$ cat src/rtl/svd_pkg.sv
package svd_pkg;
    // Default geometry of the serial video receive path.
    localparam int unsigned WORD_W_DEF     = 10; // bits per parallel word
    localparam int unsigned SCR_LEN_DEF    = 9;  // descrambler history length (x^9)
    localparam int unsigned SCR_TAP_DEF    = 4;  // inner feedback tap (x^4)
    localparam int unsigned SYNC_WORDS_DEF = 3;  // words in the preamble
    localparam int unsigned ID_H_BIT_DEF   = 6;  // end/start-of-video bit in the id word
endpackage

$ cat src/rtl/svd_nrzi.sv
module svd_nrzi (
    input  logic clk,
    input  logic rst,
    input  logic line_i,
    output logic nrz_o
);
    typedef struct packed {
        logic prev;
    } st_t;

    st_t s_q, s_d;

    always_comb begin
        s_d      = s_q;
        nrz_o    = line_i ^ s_q.prev;
        s_d.prev = line_i;
        if (rst) begin
            s_d = '0;
        end
    end

    always_ff @(posedge clk) begin
        s_q <= s_d;
    end
endmodule

$ cat src/rtl/svd_descram.sv
module svd_descram #(
    parameter int unsigned LEN = svd_pkg::SCR_LEN_DEF,
    parameter int unsigned TAP = svd_pkg::SCR_TAP_DEF
) (
    input  logic clk,
    input  logic rst,
    input  logic nrz_i,
    output logic bit_o
);
    // hist[k] holds the NRZ bit from k+1 clocks ago
    typedef struct packed {
        logic [LEN-1:0] hist;
    } st_t;

    st_t s_q, s_d;

    always_comb begin
        s_d      = s_q;
        bit_o    = nrz_i ^ s_q.hist[TAP-1] ^ s_q.hist[LEN-1];
        s_d.hist = {s_q.hist[LEN-2:0], nrz_i};
        if (rst) begin
            s_d = '0;
        end
    end

    always_ff @(posedge clk) begin
        s_q <= s_d;
    end
endmodule

$ cat src/rtl/svd_framer.sv
module svd_framer #(
    parameter int unsigned W     = svd_pkg::WORD_W_DEF,
    parameter int unsigned NSYNC = svd_pkg::SYNC_WORDS_DEF,
    parameter int unsigned HBIT  = svd_pkg::ID_H_BIT_DEF
) (
    input  logic         clk,
    input  logic         rst,
    input  logic         bit_i,
    output logic [W-1:0] word_o,
    output logic         vld_o,
    output logic         trs_n_o,
    output logic         eav_n_o
);
    localparam int unsigned WIN = W * NSYNC;
    localparam int unsigned CW  = $clog2(W + 1);
    // oldest word all ones, the later words all zeros (newest bit at the top)
    localparam logic [WIN-1:0] PREAMBLE = {{(WIN - W){1'b0}}, {W{1'b1}}};

    typedef struct packed {
        logic [WIN-1:0] win;
        logic [CW-1:0]  fill;
        logic           pend;
        logic [W-1:0]   word;
        logic           vld;
        logic           trs_n;
        logic           eav_n;
    } st_t;

    st_t  s_q, s_d;
    logic hit;
    logic full;

    always_comb begin
        s_d  = s_q;
        hit  = (s_q.win == PREAMBLE);
        full = (s_q.fill == CW'(W));

        s_d.win   = {bit_i, s_q.win[WIN-1:1]};
        s_d.vld   = full;
        s_d.trs_n = 1'b1;
        s_d.eav_n = 1'b1;

        if (full) begin
            s_d.word = s_q.win[WIN-1 -: W];
            if (s_q.pend) begin
                s_d.trs_n = 1'b0;
                s_d.eav_n = ~s_q.win[WIN - W + HBIT];
                s_d.pend  = 1'b0;
            end
        end

        if (hit) begin
            s_d.pend = 1'b1;
        end

        if (hit || full) begin
            s_d.fill = CW'(1);
        end else begin
            s_d.fill = s_q.fill + CW'(1);
        end

        if (rst) begin
            s_d       = '0;
            s_d.fill  = CW'(1);
            s_d.trs_n = 1'b1;
            s_d.eav_n = 1'b1;
        end
    end

    always_ff @(posedge clk) begin
        s_q <= s_d;
    end

    assign word_o  = s_q.word;
    assign vld_o   = s_q.vld;
    assign trs_n_o = s_q.trs_n;
    assign eav_n_o = s_q.eav_n;
endmodule

$ cat src/rtl/svd_rx.sv
module svd_rx #(
    parameter int unsigned WORD_W     = svd_pkg::WORD_W_DEF,
    parameter int unsigned SCR_LEN    = svd_pkg::SCR_LEN_DEF,
    parameter int unsigned SCR_TAP    = svd_pkg::SCR_TAP_DEF,
    parameter int unsigned SYNC_WORDS = svd_pkg::SYNC_WORDS_DEF,
    parameter int unsigned ID_H_BIT   = svd_pkg::ID_H_BIT_DEF
) (
    input  logic              clk,
    input  logic              rst,
    input  logic              sdi,
    output logic [WORD_W-1:0] word_o,
    output logic              word_vld_o,
    output logic              trs_n_o,
    output logic              eav_n_o
);
    logic nrz;
    logic plain;

    svd_nrzi u_nrzi (
        .clk    (clk),
        .rst    (rst),
        .line_i (sdi),
        .nrz_o  (nrz)
    );

    svd_descram #(
        .LEN (SCR_LEN),
        .TAP (SCR_TAP)
    ) u_descram (
        .clk   (clk),
        .rst   (rst),
        .nrz_i (nrz),
        .bit_o (plain)
    );

    svd_framer #(
        .W     (WORD_W),
        .NSYNC (SYNC_WORDS),
        .HBIT  (ID_H_BIT)
    ) u_framer (
        .clk     (clk),
        .rst     (rst),
        .bit_i   (plain),
        .word_o  (word_o),
        .vld_o   (word_vld_o),
        .trs_n_o (trs_n_o),
        .eav_n_o (eav_n_o)
    );
endmodule

$ cat config.mk
export PLATFORM = sky130hd
export DESIGN_NAME = svd_rx
export DESIGN_NICKNAME = d
export VERILOG_FILES = /design/src/rtl/svd_pkg.sv /design/src/rtl/svd_nrzi.sv /design/src/rtl/svd_descram.sv /design/src/rtl/svd_framer.sv /design/src/rtl/svd_rx.sv
export SDC_FILE = /design/constraint.sdc
export NUM_CORES = 1
export LEC_CHECK = 0
export BUFFER_PORTS_ARGS = -buffer_cell sky130_fd_sc_hd__buf_2
export CAP_MARGIN = 10
export CORE_ASPECT_RATIO = 0.6
export CORE_UTILIZATION = 24
export CTS_BUF_LIST = sky130_fd_sc_hd__clkbuf_8
export CTS_CLUSTER_DIAMETER = 100
export CTS_CLUSTER_SIZE = 28
export DETAILED_ROUTE_END_ITERATION = 6
export PLACE_DENSITY = 0.38
export SLEW_MARGIN = 20
export SYNTH_ARGS = -nofsm -noshare
export SYNTH_HDL_FRONTEND = slang
export SYNTH_HIERARCHICAL = 1
export SYNTH_SLANG_ARGS = --single-unit
$ cat constraint.sdc
create_clock -name clk -period 1.6 [get_ports clk]
set_input_delay 0.32 -clock clk [delete_from_list [all_inputs] [get_ports clk]]
set_output_delay 0.32 -clock clk [all_outputs]
set_load 0.05 [all_outputs]
==> results.toml, run 1 <==
[logic_synthesis]
synthTopCellsByArea = "sky130_fd_sc_hd__dfxtp_1 61%, sky130_fd_sc_hd__nor2b_1 13%, sky130_fd_sc_hd__nand2_1 4.2%, sky130_fd_sc_hd__buf_4 4.0%, sky130_fd_sc_hd__a21oi_1 2.6%"
syn_area_per_cell_sq_um = 10.8
netlist_area_sq_um = 1890
yosysTopAreaCell = "sky130_fd_sc_hd__dfxtp_1"
yosys_synthesis_warning_count = 6
synth_sequential_area_ratio_pct = 61.3
synthArstFlopShare_pct = 0
synth_top_area_share_pct = 61.3
netlist-cell-type-count = 27
postSynth.topFlopCell = "sky130_fd_sc_hd__dfxtp_1"
syn_inst = 175
synth_edf_count = 0
postSynthRegisterBits = 58
synth_nets = 180

[clock_tree]
cts_max_path_buffers = 2
ctsRootBufferMaster = "sky130_fd_sc_hd__clkbuf_8"
cts_tree = "done"
clk_pin_slew_worst_setup_hold_paths_ps = 70
cts_htree_levels = 3
post-cts-setup-buffer-count = 0
cts-buffers-inserted = 9
cts_resizes = 0
cts.sinks = 58
cts_hold_buf = 0
worst_skew_pair.late_latency_ps = 330

[worst_setup_path]
arrival_time_at_the_worst_endpoint_ps = 1660
criticalPathCategory = "reg2reg"
worstSetupEndpointType = "flop"
cp_top_family = "simple AND/OR/NAND/NOR gates"
crit_path_cell_trace = "nor4_1, nand4_1, o21ai_2, or2_1"
critPathLaunch = "u_framer/s_q[38]"
slowest_delay_ps = 400
crit_buf_inv = 0
critical_path_peak_fanout = 4
critical-path-slowest-cell = "sky130_fd_sc_hd__nor4_1"
critical_path.reg2reg.startpoint = "u_framer/s_q[38]"
register_to_register_setup_slack_ps = 210
cp_data_required_time_ps = 1880
crit_path_start_kind = "flop"

[cells_and_area]
n_diodes = 0
layout.cells.most_common = "sky130_fd_sc_hd__dfxtp_1"
final_cell_area_sq_um = 2280
syn2layout_area_growth_pct = 20.3
nFillCells = 782
finalNetCount = 194
drive_above_1_share_pct = 21.1
most_frequent_cells_in_the_layout = "58 x sky130_fd_sc_hd__dfxtp_1, 39 x sky130_fd_sc_hd__nor2b_1, 21 x sky130_fd_sc_hd__nand2_1, 15 x sky130_fd_sc_hd__buf_2, 12 x sky130_fd_sc_hd__clkbuf_8"
finish.utilization_pct = 30.6

[timing]
timing_worst_slew_pin_value_ps = 387
final_min_period_over_clock_period_pct = 86.7
max_freq_mhz = 721
period_minus_slack_ps = 1390
timing_hold_violations_final = 0
report.final.setup_viol = 0
max-slew-margin-rel_pct = 73.9
worst_hold_slack_ps = 228
clock_skew_ps = 7.54
rsz0062_at_grt = "no"
setup_tns_ps = 0
report.final.slew_viol_count = 0

[routing]
detailedRoute.firstPassIterationCount = 2
first_iter_violations = 32
via_per_inst = 3.77
drt-total-wl_microns = 3280
wl_per_cell_microns = 11.0
remaining_drc_errors = 0
antenna_left = 0
route.vias.total = 1122

[status]
status = "completed"

[pwr]
internal_mw = 2.51
seq_power_share_pct = 47.6
power.net_switching_mw = 0.605
clkPwrFrac_pct = 49.8
power_per_cell_area_nw_per_um2 = 1370
netSwitchingFraction_pct = 19.5
static-leakage-power_nw = 0.891
comb_power_share_pct = 2.5
report.power.total_mw = 3.11
max-vdd-ir-drop_mv = 0.389

[global_routing]
number_of_antenna_violations_at_the_first_check_in_global_routing = 0
globalRouteMet3Util_pct = 5.74
global_route_total_overflow = 0
globalRouteMet2Util_pct = 12.6
first_pass_grt_wire_length_microns = 5500
first_global_vias = 1168
grt_max_degree = 31
globalRouteMet1Util_pct = 11.5
grt_usage_pct = 9.64
global_route.peak_usage_layer = "met2"

[die]
die_y_microns = 70.8
area_enclosed_by_the_die_boundary_sq_um = 8260
die_w_microns = 117
floorplan_row_count = 24
initial_util_pct = 25.4
number_of_top_level_pins = 16
core_area_sq_um = 7450

[hold_path]
holdCritStartpoint = "sdi"
worst_hold_path_type = "in2reg"

[placed_design]
placed_area_sq_um = 2040
buffer_ports.inserted = 15
gpl.final_weighted_congestion = 0.662
dp.final_hpwl_microns = 2280

[job]
cap_viol_max_count = 0
worst register-to-register path, cell delays in order, from the launching register on:
cell and delay [ps]:
sky130_fd_sc_hd__dfxtp_1 330, sky130_fd_sc_hd__nor4_1 400, sky130_fd_sc_hd__nand4_1 230, sky130_fd_sc_hd__o21ai_2 230, sky130_fd_sc_hd__or2_1 130
cell type report:
type,instances,area [sq um],area share (%)
inverter,1,3.75,0.165
clock buffer,12,165,7.24
multi-input combinational,100,629,27.6
tap,104,130,5.71
timing repair buffer,19,118,5.16
clock inverter,4,72.6,3.18
sequential,58,1160,50.9
cells by family after synthesis:
| kind of cell | after synthesis | share of synthesized area, % |
|---|---|---|
| xor gates and xnor gates | 4 | 2.64 |
| AOI/OAI and AO/OA | 12 | 3.57 |
| DFF | 58 | 61.3 |
| adders and majority gates | 2 | 1.32 |
| buffers and inverters | 17 | 5.48 |
| and+or+nand+nor | 82 | 25.7 |
path summary, 6_finish.rpt:
kind,to,cells past startpoint
setup / recovery,u_framer/s_q[14],4
hold / removal,u_nrzi/s_q,2
setup reg to reg,u_framer/s_q[14],4
hold reg to reg,u_framer/trs_n_o,1
per-layer routing:
layer	wire [microns]	share of wire, %	vias up
met3	153	4.7	5
li1	-	-	584
met5	0	0	-
met2	1320	40	13
met1	1730	53	520
met4	76	2.3	0
registers in the layout, indices dropped and copies added (netlist names):
name and cells:
u_framer/word_o 10, u_framer/trs_n_o 1, u_framer/eav_n_o 1, u_framer/s_q 35
u_framer/vld_o 1, u_descram/s_q 9, u_nrzi/s_q 1
synth_stat cells (2+ instances only):
master	count
sky130_fd_sc_hd__dfxtp_1	58
sky130_fd_sc_hd__ha_1	2
sky130_fd_sc_hd__xor2_1	2
sky130_fd_sc_hd__nor4_1	2
sky130_fd_sc_hd__a21oi_1	10
sky130_fd_sc_hd__nor2_1	6
sky130_fd_sc_hd__buf_4	10
sky130_fd_sc_hd__and4_1	2
sky130_fd_sc_hd__clkbuf_1	4
sky130_fd_sc_hd__nor2b_1	39
sky130_fd_sc_hd__nand3_1	2
sky130_fd_sc_hd__nand2_1	21
sky130_fd_sc_hd__buf_2	2
sky130_fd_sc_hd__nand4_1	2
power by group through the flow:
stage                     sequential (mW)  clock [mW]  combinational (mW)
final                                1.48        1.55              0.0793
after global routing                 1.48        1.68              0.0887
after CTS                            1.48        1.60              0.0810
after detailed placement             1.51           0              0.0806
after global placement               1.51           0              0.0785
after floorplan                      1.51           0              0.0553
per-stage QoR:
| step | worst slack, ps | cells |
|---|---|---|
| 6_report | 212 | 298 |
| 5_1_grt | 81.5 | 298 |
| 4_1_cts | 201 | 298 |
| 3_5_place_dp | 229 | 282 |
| 3_3_place_gp | 319 | 282 |
| 2_1_floorplan | 381 | 175 |
Power figures use the tool's default switching activity.
==> run 2, diff against run 1 <==
--- a/config.mk
+++ b/config.mk
@@ -9,7 +9,7 @@
 export CAP_MARGIN = 10
 export CORE_ASPECT_RATIO = 0.6
 export CORE_UTILIZATION = 24
-export CTS_BUF_LIST = sky130_fd_sc_hd__clkbuf_8
+export CTS_BUF_LIST = sky130_fd_sc_hd__clkbuf_16
 export CTS_CLUSTER_DIAMETER = 100
 export CTS_CLUSTER_SIZE = 28
 export DETAILED_ROUTE_END_ITERATION = 6
==> results.toml, run 2 (same netlist as run 1, synthesis figures left out) <==
[cells_and_area]
n_diodes = 0
drive_above_1_share_pct = 19.6
flip_flop_count_of_the_largest_register_after_layout = 35
layout.cells.most_common = "sky130_fd_sc_hd__dfxtp_1"
syn2layout_area_growth_pct = 24.1
most_frequent_cells_in_the_layout = "58 x sky130_fd_sc_hd__dfxtp_1, 39 x sky130_fd_sc_hd__nor2b_1, 21 x sky130_fd_sc_hd__nand2_1, 15 x sky130_fd_sc_hd__buf_2, 10 x sky130_fd_sc_hd__a21oi_1"
nFillCells = 779
finalNetCount = 194
finish.utilization_pct = 31.6
top_register = "u_framer/s_q"

[die]
die_y_microns = 70.8
initial_util_pct = 25.4
core_area_sq_um = 7450
die_w_microns = 117
area_enclosed_by_the_die_boundary_sq_um = 8260
number_of_top_level_pins = 16
floorplan_row_count = 24

[timing]
max-slew-margin-rel_pct = 76.4
report.final.slew_viol_count = 0
report.final.setup_viol = 0
timing_worst_slew_pin_value_ps = 351
max_freq_mhz = 749
period_minus_slack_ps = 1340
clock_skew_ps = 5.02
timing_hold_violations_final = 0
setup_tns_ps = 0
rsz0062_at_grt = "no"
final_min_period_over_clock_period_pct = 83.5

[placed_design]
buffer_ports.inserted = 15
gpl.final_weighted_congestion = 0.662
dp.final_hpwl_microns = 2280

[routing]
detailedRoute.firstPassIterationCount = 4
antenna_left = 0
drt-total-wl_microns = 3260
first_iter_violations = 27
remaining_drc_errors = 0
via_per_inst = 3.78
route.vias.total = 1126
wl_per_cell_microns = 10.9

[global_routing]
first_pass_grt_wire_length_microns = 5500
grt_usage_pct = 9.62
number_of_antenna_violations_at_the_first_check_in_global_routing = 0
first_global_vias = 1167
global_route_total_overflow = 0
grt_max_degree = 31

[clock_tree]
cts_tree = "done"
cts-buffers-inserted = 9
post-cts-setup-buffer-count = 0
clk_pin_slew_worst_setup_hold_paths_ps = 50
cts_hold_buf = 0
cts_max_path_buffers = 2
cts.sinks = 58
cts_htree_levels = 3
cts_resizes = 0
worst_skew_pair.late_latency_ps = 320
ctsRootBufferMaster = "sky130_fd_sc_hd__clkbuf_16"

[hold_path]
holdCritStartpoint = "sdi"
worst_hold_path_type = "in2reg"
min_delay_path_depth = 2
hold_end = "u_nrzi/s_q"

[worst_setup_path]
ff2ff_path_depth = 4
crit_path_cell_trace = "nor4_1, nand4_1, o21ai_2, or2_1"
critical_path_peak_fanout = 4
arrival_time_at_the_worst_endpoint_ps = 1600
critical-path-slowest-cell = "sky130_fd_sc_hd__nor4_1"
slowest_delay_ps = 370
crit_cells = 4
rr_endpoint = "u_framer/s_q[14]"
cp_data_required_time_ps = 1860
crit_path_start_kind = "flop"
register_to_register_setup_slack_ps = 260
criticalPathCategory = "reg2reg"
crit_buf_inv = 0
cp_top_family = "simple AND/OR/NAND/NOR gates"
critical_path.reg2reg.startpoint = "u_framer/s_q[38]"
worstSetupEndpointType = "flop"

[job]
cap_viol_max_count = 0

[pwr]
static-leakage-power_nw = 0.921
power_per_cell_area_nw_per_um2 = 1500
max-vdd-ir-drop_mv = 0.458

[status]
status = "completed"
run 2: routing by layer:
| metal | track usage (%) | share of wire (%) | vias up | routed length (microns) |
|---|---|---|---|---|
| met5 | 0 | 0 | - | 0 |
| met1 | 11.6 | 53 | 521 | 1720 |
| met2 | 12.6 | 40 | 14 | 1310 |
| met4 | 7.31 | 2.6 | 0 | 85 |
| li1 | - | - | 585 | - |
| met3 | 5.23 | 4.7 | 6 | 152 |
run 2: how the worst max path moves through the flow:
stage / startpoint / end / slack (ps)
after floorplan: u_framer/s_q[14] / u_framer/s_q[14] / 380
after global placement: u_framer/s_q[14] / u_framer/s_q[14] / 320
after detailed placement: u_framer/s_q[38] / u_framer/s_q[17] / 230
after CTS: u_framer/s_q[38] / u_framer/s_q[14] / 210
after global routing: u_framer/s_q[38] / u_framer/s_q[14] / 90
final: u_framer/s_q[38] / u_framer/s_q[14] / 260
run 2: where the power goes:
part           internal, mW  leakage [nW]  switching [mW]
logic                0.0390         0.303          0.0401
registers              1.47         0.469          0.0159
clock network          1.34         0.148           0.612
run 2: worst register-to-register path, cell delays in order (launching register included):
cell and delay, ps:
sky130_fd_sc_hd__dfxtp_1 320, sky130_fd_sc_hd__nor4_1 370, sky130_fd_sc_hd__nand4_1 220, sky130_fd_sc_hd__o21ai_2 230
sky130_fd_sc_hd__or2_1 130
run 2: final cells by class:
type / instances / area, sq um / area share, %
clock buffer: 9 / 225 / 9.58
clock inverter: 7 / 83.8 / 3.57
inverter: 1 / 3.75 / 0.160
multi-input combinational: 100 / 629 / 26.8
sequential: 58 / 1160 / 49.4
tap: 104 / 130 / 5.53
timing repair buffer: 19 / 118 / 5.00
run 2: stage by stage:
| stage | instances | setup WS [ps] | power, mW | hold WS (ps) | cell area, sq um |
|---|---|---|---|---|---|
| 2_1_floorplan | 175 | 381 | 1.57 | 372 | 1890 |
| 3_3_place_gp | 282 | 319 | 1.59 | 409 | 2040 |
| 3_5_place_dp | 282 | 229 | 1.60 | 411 | 2040 |
| 4_1_cts | 298 | 209 | 3.57 | 240 | 2350 |
| 5_1_grt | 298 | 88.6 | 3.66 | 238 | 2350 |
| 6_report | 298 | 264 | 3.52 | 241 | 2350 |
==> run 3, diff against run 2 <==
==> constraint.sdc (replaced) <==
create_clock -name clk -period 1.35 [get_ports clk]
set_input_delay 0.27 -clock clk [delete_from_list [all_inputs] [get_ports clk]]
set_output_delay 0.27 -clock clk [all_outputs]
set_load 0.05 [all_outputs]
==> results.toml, run 3 (same netlist as run 1, synthesis figures left out) <==
[hold_path]
holdCritStartpoint = "sdi"
worst_hold_path_type = "in2reg"
min_delay_path_depth = 2

[global_routing]
first_pass_grt_wire_length_microns = 5290
first_global_vias = 1116
grt_usage_pct = 9.03
number_of_antenna_violations_at_the_first_check_in_global_routing = 0
grt_max_degree = 31
global_route_total_overflow = 0

[timing]
report.final.slew_viol_count = 0
setup_tns_ps = 0
final_min_period_over_clock_period_pct = 94.6
max-slew-margin-rel_pct = 79.8
timing_hold_violations_final = 0
clock_skew_ps = 6.53
period_minus_slack_ps = 1280
setup_slack_ps = 73.3
timing_worst_slew_pin_value_ps = 300
max_freq_mhz = 783
rsz0062_at_grt = "yes"
report.final.setup_viol = 0
worst_hold_slack_ps = 205

[worst_setup_path]
crit_cells = 4
critical_path_peak_fanout = 4
worstSetupEndpoint = "u_framer/s_q[14]"
crit_path_start_kind = "flop"
ff2ff_path_depth = 4
critPathLaunch = "u_framer/s_q[41]"
register_to_register_setup_slack_ps = 70
crit_buf_inv = 0
arrival_time_at_the_worst_endpoint_ps = 1530
critical_path.reg2reg.startpoint = "u_framer/s_q[41]"
cp_top_family = "simple AND/OR/NAND/NOR gates"
criticalPathCategory = "reg2reg"
cp_data_required_time_ps = 1600
critical-path-slowest-cell = "sky130_fd_sc_hd__dfxtp_2"
slowest_delay_ps = 330
crit_path_cell_trace = "nor4_4, nand4_1, o21ai_2, or2_1"
worstSetupEndpointType = "flop"
rr_endpoint = "u_framer/s_q[14]"

[clock_tree]
cts_hold_buf = 0
clk_pin_slew_worst_setup_hold_paths_ps = 50
cts_max_path_buffers = 2
cts-buffers-inserted = 9
cts.sinks = 58
worst_skew_pair.late_latency_ps = 310
ctsRootBufferMaster = "sky130_fd_sc_hd__clkbuf_16"
cts_htree_levels = 3
cts_tree = "done"
post-cts-setup-buffer-count = 0

[cells_and_area]
flip_flop_count_of_the_largest_register_after_layout = 35
most_frequent_cells_in_the_layout = "56 x sky130_fd_sc_hd__dfxtp_1, 39 x sky130_fd_sc_hd__nor2b_1, 21 x sky130_fd_sc_hd__nand2_1, 15 x sky130_fd_sc_hd__buf_2, 10 x sky130_fd_sc_hd__a21oi_1"
top_register = "u_framer/s_q"
n_diodes = 0
layout.cells.most_common = "sky130_fd_sc_hd__dfxtp_1"
final_cell_area_sq_um = 2360
finalNetCount = 194
drive_above_1_share_pct = 22.7
syn2layout_area_growth_pct = 24.6

[routing]
detailedRoute.firstPassIterationCount = 4
route.vias.total = 1116
first_iter_violations = 32
remaining_drc_errors = 0
antenna_left = 0
via_per_inst = 3.74
drt-total-wl_microns = 3170
wl_per_cell_microns = 10.6

[die]
die_w_microns = 117
initial_util_pct = 25.4
floorplan_row_count = 24
area_enclosed_by_the_die_boundary_sq_um = 8260
number_of_top_level_pins = 16
core_area_sq_um = 7450
die_y_microns = 70.8

[placed_design]
placed_area_sq_um = 2030
dp.final_hpwl_microns = 2230
dp_slack_ps = -96.7
buffer_ports.inserted = 15
gpl.final_weighted_congestion = 0.688

[status]
status = "completed"

[pwr]
max-vdd-ir-drop_mv = 0.510
static-leakage-power_nw = 0.926
power_per_cell_area_nw_per_um2 = 1760
report.power.total_mw = 4.15

[job]
cap_viol_max_count = 0
==> run 3: cell count changes in the layout (fill, tap and decap cells not counted), sizes merged <==
| cell | delta |
|---|---|
| clkinv | -1 |
| inv | +1 |
==> run 3: worst reg2reg max path, delay by kind of cell, from the launching register on <==
kind / cells / cell delay [ps]
AO/OA/AOI/OAI: 1 / 250
flip-flops: 1 / 330
AND/OR/NAND/NOR: 3 / 630
==> run 3: timing repair <==
item                       CTS  global route
setup endpoints to repair    4             5
pin swaps                    0             6
gates resized for setup      1             5
==> run 3: area by class of cell <==
type / instances / area, sq um
fill: 786 / 5090
sequential: 58 / 1160
multi-input combinational: 100 / 648
clock buffer: 9 / 225
tap: 104 / 130
timing repair buffer: 19 / 105
clock inverter: 7 / 85.1
inverter: 1 / 3.75
==> run 3: how the worst min path moves through the flow <==
stage / endpoint / slack (ps)
detailed placement: u_framer/trs_n_o / 410
CTS: u_nrzi/s_q / 210
floorplan: u_descram/s_q[0] / 340
global route: u_framer/vld_o / 240
finish: u_nrzi/s_q / 200
global placement: u_framer/trs_n_o / 410
==> run 3: routing by layer <==
| metal | GRT usage [%] | vias up | wire (microns) |
|---|---|---|---|
| li1 | - | 584 | - |
| met1 | 11.3 | 520 | 1680 |
| met2 | 12.2 | 10 | 1330 |
| met3 | 5.74 | 2 | 125 |
| met4 | 3.80 | 0 | 34 |
| met5 | 0 | - | 0 |
==> run 3: where the power goes <==
part | switching (mW) | internal [mW]
Sequential | 0.0187 | 1.74
Combinational | 0.0470 | 0.0431
Clock | 0.705 | 1.59
==> run 3: metrics by stage <==
stage | util, % | std cells
floorplan | - | 175
global placement | 27.3 | 282
detailed placement | 27.3 | 282
CTS | 31.5 | 298
global route | 31.7 | 298
finish | 31.7 | 298
